## src/rtl/cvt_bus_pkg.sv

```systemverilog
package cvt_bus_pkg;

    typedef enum logic [1:0] {
        CMD_NOP   = 2'b00,
        CMD_CONV  = 2'b01,
        CMD_READ  = 2'b10,
        CMD_WRITE = 2'b11
    } cmd_e;

    typedef enum logic [2:0] {
        ST_IDLE,
        ST_CV_WR,
        ST_CV_WAIT,
        ST_RD_LOW,
        ST_RD_REL,
        ST_DA_WR,
        ST_DA_HOLD,
        ST_DA_SETTLE
    } state_e;

    // Round a time up to whole clock cycles, at least one.
    function automatic int ns_to_cyc(input int ns, input int period_ns);
        int c;
        c = (ns + period_ns - 1) / period_ns;
        return (c < 1) ? 1 : c;
    endfunction

endpackage

```

## src/rtl/cvt_sync.sv

```systemverilog
module cvt_sync #(
    parameter int   STAGES    = 2,
    parameter logic RESET_VAL = 1'b1
) (
    input  logic clk,
    input  logic rst_n,
    input  logic d,
    output logic q
);
    logic [STAGES-1:0] chain_q;

    always_ff @(posedge clk or negedge rst_n) begin
        if (!rst_n) chain_q <= {STAGES{RESET_VAL}};
        else        chain_q <= {chain_q[STAGES-2:0], d};
    end

    assign q = chain_q[STAGES-1];
endmodule

```

## src/rtl/cvt_cycle_timer.sv

```systemverilog
module cvt_cycle_timer #(
    parameter int TW = 9
) (
    input  logic          clk,
    input  logic          rst_n,
    input  logic          load,
    input  logic [TW-1:0] load_val,
    output logic          expired
);
    logic [TW-1:0] cnt_d, cnt_q;

    always_comb begin
        if (load)               cnt_d = load_val;
        else if (cnt_q != '0)   cnt_d = cnt_q - 1'b1;
        else                    cnt_d = cnt_q;
    end

    always_ff @(posedge clk or negedge rst_n) begin
        if (!rst_n) cnt_q <= '0;
        else        cnt_q <= cnt_d;
    end

    assign expired = (cnt_q == '0);
endmodule

```

## src/rtl/cvt_bus_ctrl.sv

```systemverilog
module cvt_bus_ctrl
    import cvt_bus_pkg::*;
#(
    parameter int DW              = 8,
    parameter int CLK_PERIOD_NS   = 10,
    parameter int WR_PULSE_NS     = 80,
    parameter int DATA_SETUP_NS   = 65,
    parameter int DATA_HOLD_NS    = 15,
    parameter int RD_ACCESS_NS    = 65,
    parameter int BUS_RELEASE_NS  = 65,
    parameter int INT_CLEAR_NS    = 85,
    parameter int SETTLE_NS       = 4000,
    parameter int CONV_TIMEOUT_NS = 3200,
    parameter int SYNC_STAGES     = 2
) (
    input  logic          clk,
    input  logic          rst_n,
    input  logic          req_valid,
    input  logic [1:0]    req_cmd,
    input  logic          req_chan,
    input  logic [DW-1:0] req_wdata,
    output logic          req_ready,
    output logic          done,
    output logic [DW-1:0] rdata,
    output logic          timeout_err,
    output logic          cs_n,
    output logic          wr_n,
    output logic          rd_n,
    output logic          sel_dac,
    output logic          chan_sel,
    input  logic          int_n,
    input  logic [DW-1:0] bus_in,
    output logic [DW-1:0] bus_out,
    output logic          bus_oe
);
    localparam int WR_CYC     = (ns_to_cyc(WR_PULSE_NS, CLK_PERIOD_NS) > ns_to_cyc(DATA_SETUP_NS, CLK_PERIOD_NS))
                              ? ns_to_cyc(WR_PULSE_NS, CLK_PERIOD_NS) : ns_to_cyc(DATA_SETUP_NS, CLK_PERIOD_NS);
    localparam int HOLD_CYC   = ns_to_cyc(DATA_HOLD_NS, CLK_PERIOD_NS);
    localparam int RD_CYC     = ns_to_cyc(RD_ACCESS_NS, CLK_PERIOD_NS);
    localparam int REL_CYC    = ns_to_cyc(BUS_RELEASE_NS, CLK_PERIOD_NS);
    localparam int SETTLE_CYC = ns_to_cyc(SETTLE_NS, CLK_PERIOD_NS);
    localparam int TO_CYC     = ns_to_cyc(CONV_TIMEOUT_NS, CLK_PERIOD_NS);
    localparam int BLANK_CYC  = ns_to_cyc(INT_CLEAR_NS, CLK_PERIOD_NS) + SYNC_STAGES;
    localparam int MAX_A      = (SETTLE_CYC > TO_CYC) ? SETTLE_CYC : TO_CYC;
    localparam int MAX_B      = (WR_CYC > RD_CYC) ? WR_CYC : RD_CYC;
    localparam int MAX_CYC    = (MAX_A > MAX_B) ? MAX_A : MAX_B;
    localparam int TW         = $clog2(MAX_CYC + 1);
    localparam int BW         = $clog2(BLANK_CYC + 1);

    typedef struct packed {
        state_e        state;
        logic          chan;
        logic [DW-1:0] wdata;
        logic          sel_dac;
        logic          cs_n;
        logic          wr_n;
        logic          rd_n;
        logic          oe;
        logic          done;
        logic          err;
        logic [DW-1:0] rdata;
        logic [BW-1:0] blank;
    } ctrl_t;

    localparam ctrl_t CTRL_RST = '{
        state: ST_IDLE, chan: 1'b0, wdata: '0, sel_dac: 1'b0,
        cs_n: 1'b1, wr_n: 1'b1, rd_n: 1'b1, oe: 1'b0,
        done: 1'b0, err: 1'b0, rdata: '0, blank: '0
    };

    ctrl_t         ctrl_d, ctrl_q;
    logic          int_s;
    logic          tmr_load;
    logic [TW-1:0] tmr_val;
    logic          tmr_expired;

    cvt_sync #(
        .STAGES    (SYNC_STAGES),
        .RESET_VAL (1'b1)
    ) u_int_sync (
        .clk   (clk),
        .rst_n (rst_n),
        .d     (int_n),
        .q     (int_s)
    );

    cvt_cycle_timer #(
        .TW (TW)
    ) u_timer (
        .clk      (clk),
        .rst_n    (rst_n),
        .load     (tmr_load),
        .load_val (tmr_val),
        .expired  (tmr_expired)
    );

    always_comb begin
        ctrl_d      = ctrl_q;
        ctrl_d.done = 1'b0;
        tmr_load    = 1'b0;
        tmr_val     = '0;

        unique case (ctrl_q.state)
            ST_IDLE: begin
                if (req_valid && (cmd_e'(req_cmd) != CMD_NOP)) begin
                    ctrl_d.chan  = req_chan;
                    ctrl_d.wdata = req_wdata;
                    ctrl_d.err   = 1'b0;
                    ctrl_d.cs_n  = 1'b0;
                    tmr_load     = 1'b1;
                    unique case (cmd_e'(req_cmd))
                        CMD_CONV: begin
                            ctrl_d.state   = ST_CV_WR;
                            ctrl_d.sel_dac = 1'b0;
                            ctrl_d.wr_n    = 1'b0;
                            tmr_val        = TW'(WR_CYC - 1);
                        end
                        CMD_READ: begin
                            ctrl_d.state   = ST_RD_LOW;
                            ctrl_d.sel_dac = 1'b0;
                            ctrl_d.rd_n    = 1'b0;
                            tmr_val        = TW'(RD_CYC - 1);
                        end
                        default: begin
                            ctrl_d.state   = ST_DA_WR;
                            ctrl_d.sel_dac = 1'b1;
                            ctrl_d.wr_n    = 1'b0;
                            ctrl_d.oe      = 1'b1;
                            tmr_val        = TW'(WR_CYC - 1);
                        end
                    endcase
                end
            end

            ST_CV_WR: begin
                if (tmr_expired) begin
                    ctrl_d.cs_n  = 1'b1;
                    ctrl_d.wr_n  = 1'b1;
                    ctrl_d.blank = BW'(BLANK_CYC);
                    ctrl_d.state = ST_CV_WAIT;
                    tmr_load     = 1'b1;
                    tmr_val      = TW'(TO_CYC - 1);
                end
            end

            ST_CV_WAIT: begin
                if (ctrl_q.blank != '0) begin
                    ctrl_d.blank = ctrl_q.blank - 1'b1;
                end
                if ((ctrl_q.blank == '0) && !int_s) begin
                    ctrl_d.done  = 1'b1;
                    ctrl_d.state = ST_IDLE;
                end else if (tmr_expired) begin
                    ctrl_d.err   = 1'b1;
                    ctrl_d.done  = 1'b1;
                    ctrl_d.state = ST_IDLE;
                end
            end

            ST_RD_LOW: begin
                if (tmr_expired) begin
                    ctrl_d.cs_n  = 1'b1;
                    ctrl_d.rd_n  = 1'b1;
                    ctrl_d.rdata = bus_in;
                    ctrl_d.state = ST_RD_REL;
                    tmr_load     = 1'b1;
                    tmr_val      = TW'(REL_CYC - 1);
                end
            end

            ST_RD_REL: begin
                if (tmr_expired) begin
                    ctrl_d.done  = 1'b1;
                    ctrl_d.state = ST_IDLE;
                end
            end

            ST_DA_WR: begin
                if (tmr_expired) begin
                    ctrl_d.cs_n  = 1'b1;
                    ctrl_d.wr_n  = 1'b1;
                    ctrl_d.state = ST_DA_HOLD;
                    tmr_load     = 1'b1;
                    tmr_val      = TW'(HOLD_CYC - 1);
                end
            end

            ST_DA_HOLD: begin
                if (tmr_expired) begin
                    ctrl_d.oe    = 1'b0;
                    ctrl_d.state = ST_DA_SETTLE;
                    tmr_load     = 1'b1;
                    tmr_val      = TW'(SETTLE_CYC - 1);
                end
            end

            ST_DA_SETTLE: begin
                if (tmr_expired) begin
                    ctrl_d.done  = 1'b1;
                    ctrl_d.state = ST_IDLE;
                end
            end

            default: ctrl_d = CTRL_RST;
        endcase
    end

    always_ff @(posedge clk or negedge rst_n) begin
        if (!rst_n) ctrl_q <= CTRL_RST;
        else        ctrl_q <= ctrl_d;
    end

    assign req_ready   = (ctrl_q.state == ST_IDLE);
    assign done        = ctrl_q.done;
    assign rdata       = ctrl_q.rdata;
    assign timeout_err = ctrl_q.err;
    assign cs_n        = ctrl_q.cs_n;
    assign wr_n        = ctrl_q.wr_n;
    assign rd_n        = ctrl_q.rd_n;
    assign sel_dac     = ctrl_q.sel_dac;
    assign chan_sel    = ctrl_q.chan;
    assign bus_out     = ctrl_q.wdata;
    assign bus_oe      = ctrl_q.oe;
endmodule

```

## config.mk

```make
export PLATFORM = sky130hd
export DESIGN_NAME = cvt_bus_ctrl
export DESIGN_NICKNAME = d
export VERILOG_FILES = /design/src/rtl/cvt_bus_pkg.sv /design/src/rtl/cvt_sync.sv /design/src/rtl/cvt_cycle_timer.sv /design/src/rtl/cvt_bus_ctrl.sv
export SDC_FILE = /design/constraint.sdc
export NUM_CORES = 1
export LEC_CHECK = 0
export BUFFER_PORTS_ARGS = -buffer_cell sky130_fd_sc_hd__buf_4
export CAP_MARGIN = 10
export CORE_MARGIN = 4
export CORE_UTILIZATION = 53
export DETAILED_ROUTE_END_ITERATION = 12
export HOLD_SLACK_MARGIN = 0.02
export PLACE_DENSITY = 0.77
export SLEW_MARGIN = 40
export SYNTH_ARGS = -nofsm -noshare
export SYNTH_HDL_FRONTEND = slang
export SYNTH_SLANG_ARGS = --single-unit
```

## constraint.sdc

```tcl
create_clock -name clk -period 2.08 [get_ports clk]
set_input_delay 0.208 -clock clk [delete_from_list [all_inputs] [get_ports clk]]
set_output_delay 0.208 -clock clk [all_outputs]
set_load 0.1 [all_outputs]
```

==> flow_metrics.env, run 1 <==
export IMPL_status="complete, no violations"
export IMPL_cts_buffer_depth=2
export IMPL_slowest_delay_ns=0.42
export IMPL_grt_max_degree=43
export IMPL_power_density_nw_per_um2=625.9
export IMPL_p_leak_nw=1.243
export IMPL_overflow=0
export IMPL_fin_area_um2=2569
export IMPL_drt_wl_total_um=4211
export IMPL_cp_required_ns=2.26
export IMPL_port_buffers=47
export IMPL_io_pins=48
export IMPL_hp_class="in2reg"
export IMPL_finalNetCount=275
export IMPL_num_rows=22
export IMPL_p_clk_share_pct=33.9
export IMPL_layout_filler_cells=302
export IMPL_core_area_um2=3771
export IMPL_maxCapViolations=0
export IMPL_rsz0062_at_grt="false"
export IMPL_yosysSeqAreaShare_pct=49.88
export IMPL_p_seq_share_pct=53.4
export IMPL_p_sw_mw=0.4300
export IMPL_combinationalPowerShare_pct=12.7
export IMPL_tightest_slew_ns=0.5342
export IMPL_fin_setup_tns_ns=0
export IMPL_die_x_um=71.24
export IMPL_routed_via_density=5.365
export IMPL_drt_iter0_drc=109
export IMPL_finClkSkew_ns=0.01033
export IMPL_synth_mux_area_fraction_pct=4.782
export IMPL_period_share_pct=93.94
export IMPL_cp_max_fo=5
export IMPL_p_total_mw=1.608
export IMPL_grt_pass1_vias=1576
export IMPL_p_sw_share_pct=26.75
export IMPL_clk_pin_slew_ns=0.08
export IMPL_synth_edf_count=0
export IMPL_worstPathCellList="inv_1 -> ha_1 -> nor4b_4 -> and2_4 -> mux2_2 -> a311o_1"
export IMPL_synthToLayoutAreaGrowth_pct=21.19
export IMPL_critPathLaunchType="flop"
export IMPL_placed_area_um2=2430
export IMPL_drc_errors=0
export IMPL_n_antenna_cell=0
export IMPL_cp_arrival_ns=2.13
export IMPL_asyncSetResetFlopFracSynth_pct=100.0
export IMPL_synth_adder_area_share_pct=2.952
export IMPL_syn_nets=236
export IMPL_critPathTopFamily="simple AND/OR/NAND/NOR gates"
export IMPL_hold_violations=0
export IMPL_cts_tree="yes"
export IMPL_drt_first_pass_iters=4
export IMPL_synthCells=208
export IMPL_fin_crit_ns=1.954
export IMPL_rr_startpoint="u_timer.cnt_q[0]"
export IMPL_layout_drive_gt1_share_pct=34.27
export IMPL_ir_drop_mv=0.4381
export IMPL_cts_inserted_buffers=5
export IMPL_gp_congestion=0.8358
export IMPL_synth_xor_area_share_pct=2.893
export IMPL_synth_cell_types=45
export IMPL_path_buf_inv=1
export IMPL_whs_ns=0.09551
export IMPL_routedWlPerCell_um=14.23
export IMPL_post_dp_hpwl_um=3016
export IMPL_cts_sinks=42
export IMPL_grt_usage_pct=17.30
export IMPL_ys_ff_latch=42
export IMPL_slew_viol_final=0
export IMPL_critical_path_startpoint="u_timer.cnt_q[0]"
export IMPL_synth_top_family_by_area="simple AND/OR/NAND/NOR gates"
export IMPL_grt_antenna_before_repair=0
export IMPL_crit_path_top_delay_cell="dfrtp_1"
export IMPL_initial_core_util_pct=56.20
export IMPL_vias=1588
export IMPL_syn_area_um2=2120
export IMPL_cts_root_buffer="clkbuf_8"
export IMPL_internal_power_mw=1.178
export IMPL_setup_viol=0
export IMPL_synth_compound_gate_area_share_pct=11.28
export IMPL_ys_warn_count=0
export IMPL_synth_ff_type="dfrtp_1"
export IMPL_relSlewSlack_pct=64.31
export IMPL_cts_max_level=2
export IMPL_avgSynthCellArea_um2=10.19
export IMPL_grt_pass1_wl_um=7065
export IMPL_path_class="reg2reg"
export IMPL_ant_nets=0
export IMPL_insertion_delay_ns=0.30
export IMPL_synth_simple_gate_area_share_pct=19.30
export IMPL_die_area_um2=5075
export IMPL_clock_fmax_mhz=511.8
export IMPL_die_y_um=71.24
export IMPL_worstHoldStart="req_chan"
export IMPL_cp_end_kind="flop"
-- path summary, 6_finish.rpt --
path / endpoint / slack, ns / depth (start not counted)
max in group asynchronous: wr_n / 1.29 / 2
max reg2reg: u_timer.cnt_q[3] / 0.13 / 6
min: chan_sel / 0.1 / 3
max: u_timer.cnt_q[3] / 0.13 / 6
min reg2reg: u_int_sync.chain_q[1] / 0.36 / 0
min in group asynchronous: ctrl_q[1] / 0.43 / 2
-- metrics by stage --
step | setup WS [ns] | utilization (%) | std cells
after detailed placement | 0.03801 | 64.43 | 285
after global placement | 0.1012 | 64.43 | 285
after floorplan | -0.1539 | - | 208
after global routing | 0.03413 | 68.12 | 296
final | 0.1261 | 68.12 | 296
after CTS | 0.01541 | 67.49 | 295
-- power groups by stage --
stage	Combinational (mW)	Sequential, mW	Clock, mW
after global placement	0.200	0.874	0
after global routing	0.221	0.862	0.592
after floorplan	0.148	0.857	0
after CTS	0.205	0.859	0.560
after detailed placement	0.202	0.874	0
final	0.204	0.859	0.546
-- layout make-up --
cell class | instances | area, um2 | share of cell area [%]
Clock buffer | 6 | 82.58 | 3.215
Multi-Input combinational cell | 134 | 900.9 | 35.07
Inverter | 8 | 30.03 | 1.169
Tap cell | 48 | 60.06 | 2.338
Timing Repair Buffer | 56 | 425.4 | 16.56
Clock inverter | 2 | 12.51 | 0.4871
Sequential cell | 42 | 1057 | 41.16
-- registers in the layout, summed over array words and instances (netlist names) --
| register | flops |
|---|---|
| ctrl_q | 7 |
| cs_n | 1 |
| sel_dac | 1 |
| done | 1 |
| timeout_err | 1 |
| rd_n | 1 |
| bus_out | 8 |
| u_int_sync.chain_q | 2 |
| wr_n | 1 |
| u_timer.cnt_q | 9 |
| rdata | 8 |
| bus_oe | 1 |
| chan_sel | 1 |
-- cells by family after synthesis --
group | after synthesis
fa+ha+maj | 5
simple gates | 77
mux | 9
flops | 42
compound gates | 36
xor+xnor | 7
buf+inv | 32
-- Yosys cell counts, types with 2 or more instances --
cell type	n	area share, %
o21ai_0	10	2.4
a21oi_1	8	1.9
nor3_1	3	0.71
dfrtp_1	37	44
a22o_1	2	0.83
a211oi_1	2	0.71
nand3_1	3	0.71
ha_1	5	3.0
dfstp_2	5	6.2
xnor2_1	3	1.2
o2bb2ai_1	2	0.83
a22oi_1	2	0.71
or4_1	2	0.71
inv_1	8	1.4
mux2_2	9	4.8
clkbuf_1	3	0.53
buf_2	4	0.94
buf_4	17	6.0
nand2_1	37	6.6
nand2b_1	5	1.5
o21a_1	2	0.71
nor2_1	10	1.8
and2_1	3	0.89
nor4_1	2	0.59
xor2_1	4	1.7
-- placed cells by master, fill, tap and decap left out, types with 3 or more instances in the layout --
master | netlist | routed
inv_1 | 8 | 8
and2_1 | 3 | 3
xor2_1 | 4 | 4
nor2_1 | 10 | 10
buf_4 | 17 | 54
a21oi_1 | 8 | 8
dfrtp_1 | 37 | 37
ha_1 | 5 | 5
nand2b_1 | 5 | 5
xnor2_1 | 3 | 3
dfstp_2 | 5 | 5
nand2_1 | 37 | 37
clkbuf_8 | 0 | 6
o21ai_0 | 10 | 9
mux2_2 | 9 | 9
nand3_1 | 3 | 3
-- what timing repair did --
| action | CTS | global route |
|---|---|---|
| buffers inserted | 0 | 1 |
| setup endpoints to repair | 0 | 2 |
| gates resized for setup | 0 | 3 |
| hold endpoints to repair | 38 | 0 |
| hold buffers | 2 | 0 |
-- worst reg2reg max path: stages, from the launching register on --
cell and delay, ns:
dfrtp_1 0.42, inv_1 0.07, ha_1 0.21, nor4b_4 0.24
and2_4 0.23, mux2_2 0.33, a311o_1 0.34
-- metal layers --
layer  global-route usage, %  share of wire [%]  vias up
met5                       0                  0        -
met4                   5.010               0.90        0
met3                   4.208                6.5        6
met2                   28.27                 49       40
met1                   22.93                 44      762
li1                        -                  -      780
(Power assumes the default switching activity.)
==> inputs of run 2 (changes only) <==
Settings changed: CTS_CLUSTER_SIZE set to 20.
Clock period 2.08 ns to 2 ns, I/O delays scaled along.
==> flow_metrics.env, run 2 (same netlist as run 1, synthesis figures left out) <==
export IMPL_setup_ws_ns=0.1037
export IMPL_cts_max_level=2
export IMPL_finClkSkew_ns=0.007632
export IMPL_critPathTopFamily="simple AND/OR/NAND/NOR gates"
export IMPL_setup_viol=0
export IMPL_fin_cells=301
export IMPL_maxCapViolations=0
export IMPL_cts_buffer_depth=2
export IMPL_overflow=0
export IMPL_cp_max_fo=4
export IMPL_layout_drive_gt1_share_pct=35.97
export IMPL_whs_path_depth=3
export IMPL_num_rows=22
export IMPL_synthToLayoutAreaGrowth_pct=23.61
export IMPL_r2r_cells=5
export IMPL_path_buf_inv=1
export IMPL_gp_congestion=0.8017
export IMPL_largest_reg_flops=9
export IMPL_io_pins=48
export IMPL_final_common_cell="buf_4"
export IMPL_cp_end_kind="flop"
export IMPL_drc_errors=0
export IMPL_cp_required_ns=2.19
export IMPL_ir_drop_mv=0.5154
export IMPL_multi_input_area_um2=907.1
export IMPL_insertion_delay_ns=0.30
export IMPL_crit_path_top_delay_cell="or4b_4"
export IMPL_drt_iter0_drc=76
export IMPL_cts_sinks=42
export IMPL_final_core_util_pct=69.48
export IMPL_grt_pass1_vias=1544
export IMPL_fin_setup_tns_ns=0
export IMPL_grt_max_degree=43
export IMPL_core_area_um2=3771
export IMPL_cts_inserted_buffers=5
export IMPL_die_x_um=71.24
export IMPL_slowest_delay_ns=0.48
export IMPL_place_inst=291
export IMPL_drt_wl_total_um=4200
export IMPL_relSlewSlack_pct=66.40
export IMPL_tightest_slew_ns=0.5039
export IMPL_largest_register="u_timer.cnt_q"
export IMPL_rsz0062_at_grt="false"
export IMPL_post_place_ws_ns=0.05061
export IMPL_drt_first_pass_iters=4
export IMPL_port_buffers=47
export IMPL_routed_via_density=5.276
export IMPL_clk_pin_slew_ns=0.08
export IMPL_slew_viol_final=0
export IMPL_layout_filler_cells=281
export IMPL_clock_fmax_mhz=527.3
export IMPL_grt_antenna_before_repair=0
export IMPL_cp_arrival_ns=2.09
export IMPL_vias=1588
export IMPL_status="complete, no violations"
export IMPL_ant_nets=0
export IMPL_n_antenna_cell=0
export IMPL_grt_pass1_wl_um=6934
export IMPL_post_dp_hpwl_um=3090
export IMPL_finalNetCount=280
export IMPL_die_area_um2=5075
export IMPL_register_area_um2=1057
export IMPL_grt_usage_pct=17.30
export IMPL_routedWlPerCell_um=13.95
export IMPL_p_total_mw=1.651
export IMPL_path_class="reg2reg"
export IMPL_fin_crit_ns=1.896
export IMPL_hp_class="in2reg"
export IMPL_worstPathCellList="inv_1 -> ha_2 -> or4b_4 -> or4_1 -> a31o_1"
export IMPL_hold_violations=0
export IMPL_layout_common_cells="58 x buf_4, 37 x nand2_1, 37 x dfrtp_1"
export IMPL_cts_tree="yes"
export IMPL_initial_core_util_pct=56.20
export IMPL_period_share_pct=94.82
export IMPL_critPathLaunchType="flop"
export IMPL_worst_path_stages=5
export IMPL_p_leak_nw=1.271
export IMPL_power_density_nw_per_um2=630.1
export IMPL_cts_root_buffer="clkbuf_8"
export IMPL_die_y_um=71.24
run 2: worst reg2reg max path, cell delays in order (launching register included):
cell	delay, ns
dfrtp_1	0.42
inv_1	0.07
ha_2	0.20
or4b_4	0.48
or4_1	0.41
a31o_1	0.21
run 2: final timing paths:
| path | from | to | slack, ns |
|---|---|---|---|
| worst max-delay path | u_timer.cnt_q[0] | u_timer.cnt_q[8] | 0.10 |
| worst min-delay path | req_chan | chan_sel | 0.09 |
| worst max register to register | u_timer.cnt_q[0] | u_timer.cnt_q[8] | 0.10 |
| worst min register to register | u_int_sync.chain_q[0] | u_int_sync.chain_q[1] | 0.36 |
| max in group asynchronous | rst_n | wr_n | 1.21 |
| min in group asynchronous | rst_n | rdata[4] | 0.43 |
run 2: metrics by stage:
step	instance area, um2	hold WS, ns
2_1_floorplan	2137	-0.09559
3_3_place_gp	2487	0.2108
3_5_place_dp	2487	0.2115
4_1_cts	2597	0.07679
5_1_grt	2620	0.07684
6_report	2620	0.08878
run 2: where the power goes:
| group | switching [mW] | total [mW] | leakage, nW | internal [mW] |
|---|---|---|---|---|
| clock | 0.294 | 0.539 | 0.0441 | 0.245 |
| combinational | 0.143 | 0.231 | 0.717 | 0.0875 |
| sequential | 0.0149 | 0.881 | 0.510 | 0.866 |
run 2: layout make-up:
cell class | count | share of cell area, %
clock buffer | 5 | 2.627
clock inverter | 3 | 0.8118
inverter | 8 | 1.146
multi-input combinational | 134 | 34.62
sequential | 42 | 40.35
tap | 48 | 2.292
timing repair buffer | 61 | 18.15
run 2: what timing repair did:
action	4_1_cts	5_1_grt
endpoints found under the setup margin	0	10
buffers inserted	0	0
resized for setup	0	5
hold buffers	2	0
endpoints found under the hold margin	38	0
run 2: routing by layer:
layer / wire [um] / vias up / global-route usage, %
met3: 209 / 6 / 5.189
li1: - / 790 / -
met5: 0 / - / 0
met1: 1860 / 757 / 22.75
met4: 60 / 0 / 5.637
met2: 2070 / 35 / 27.45
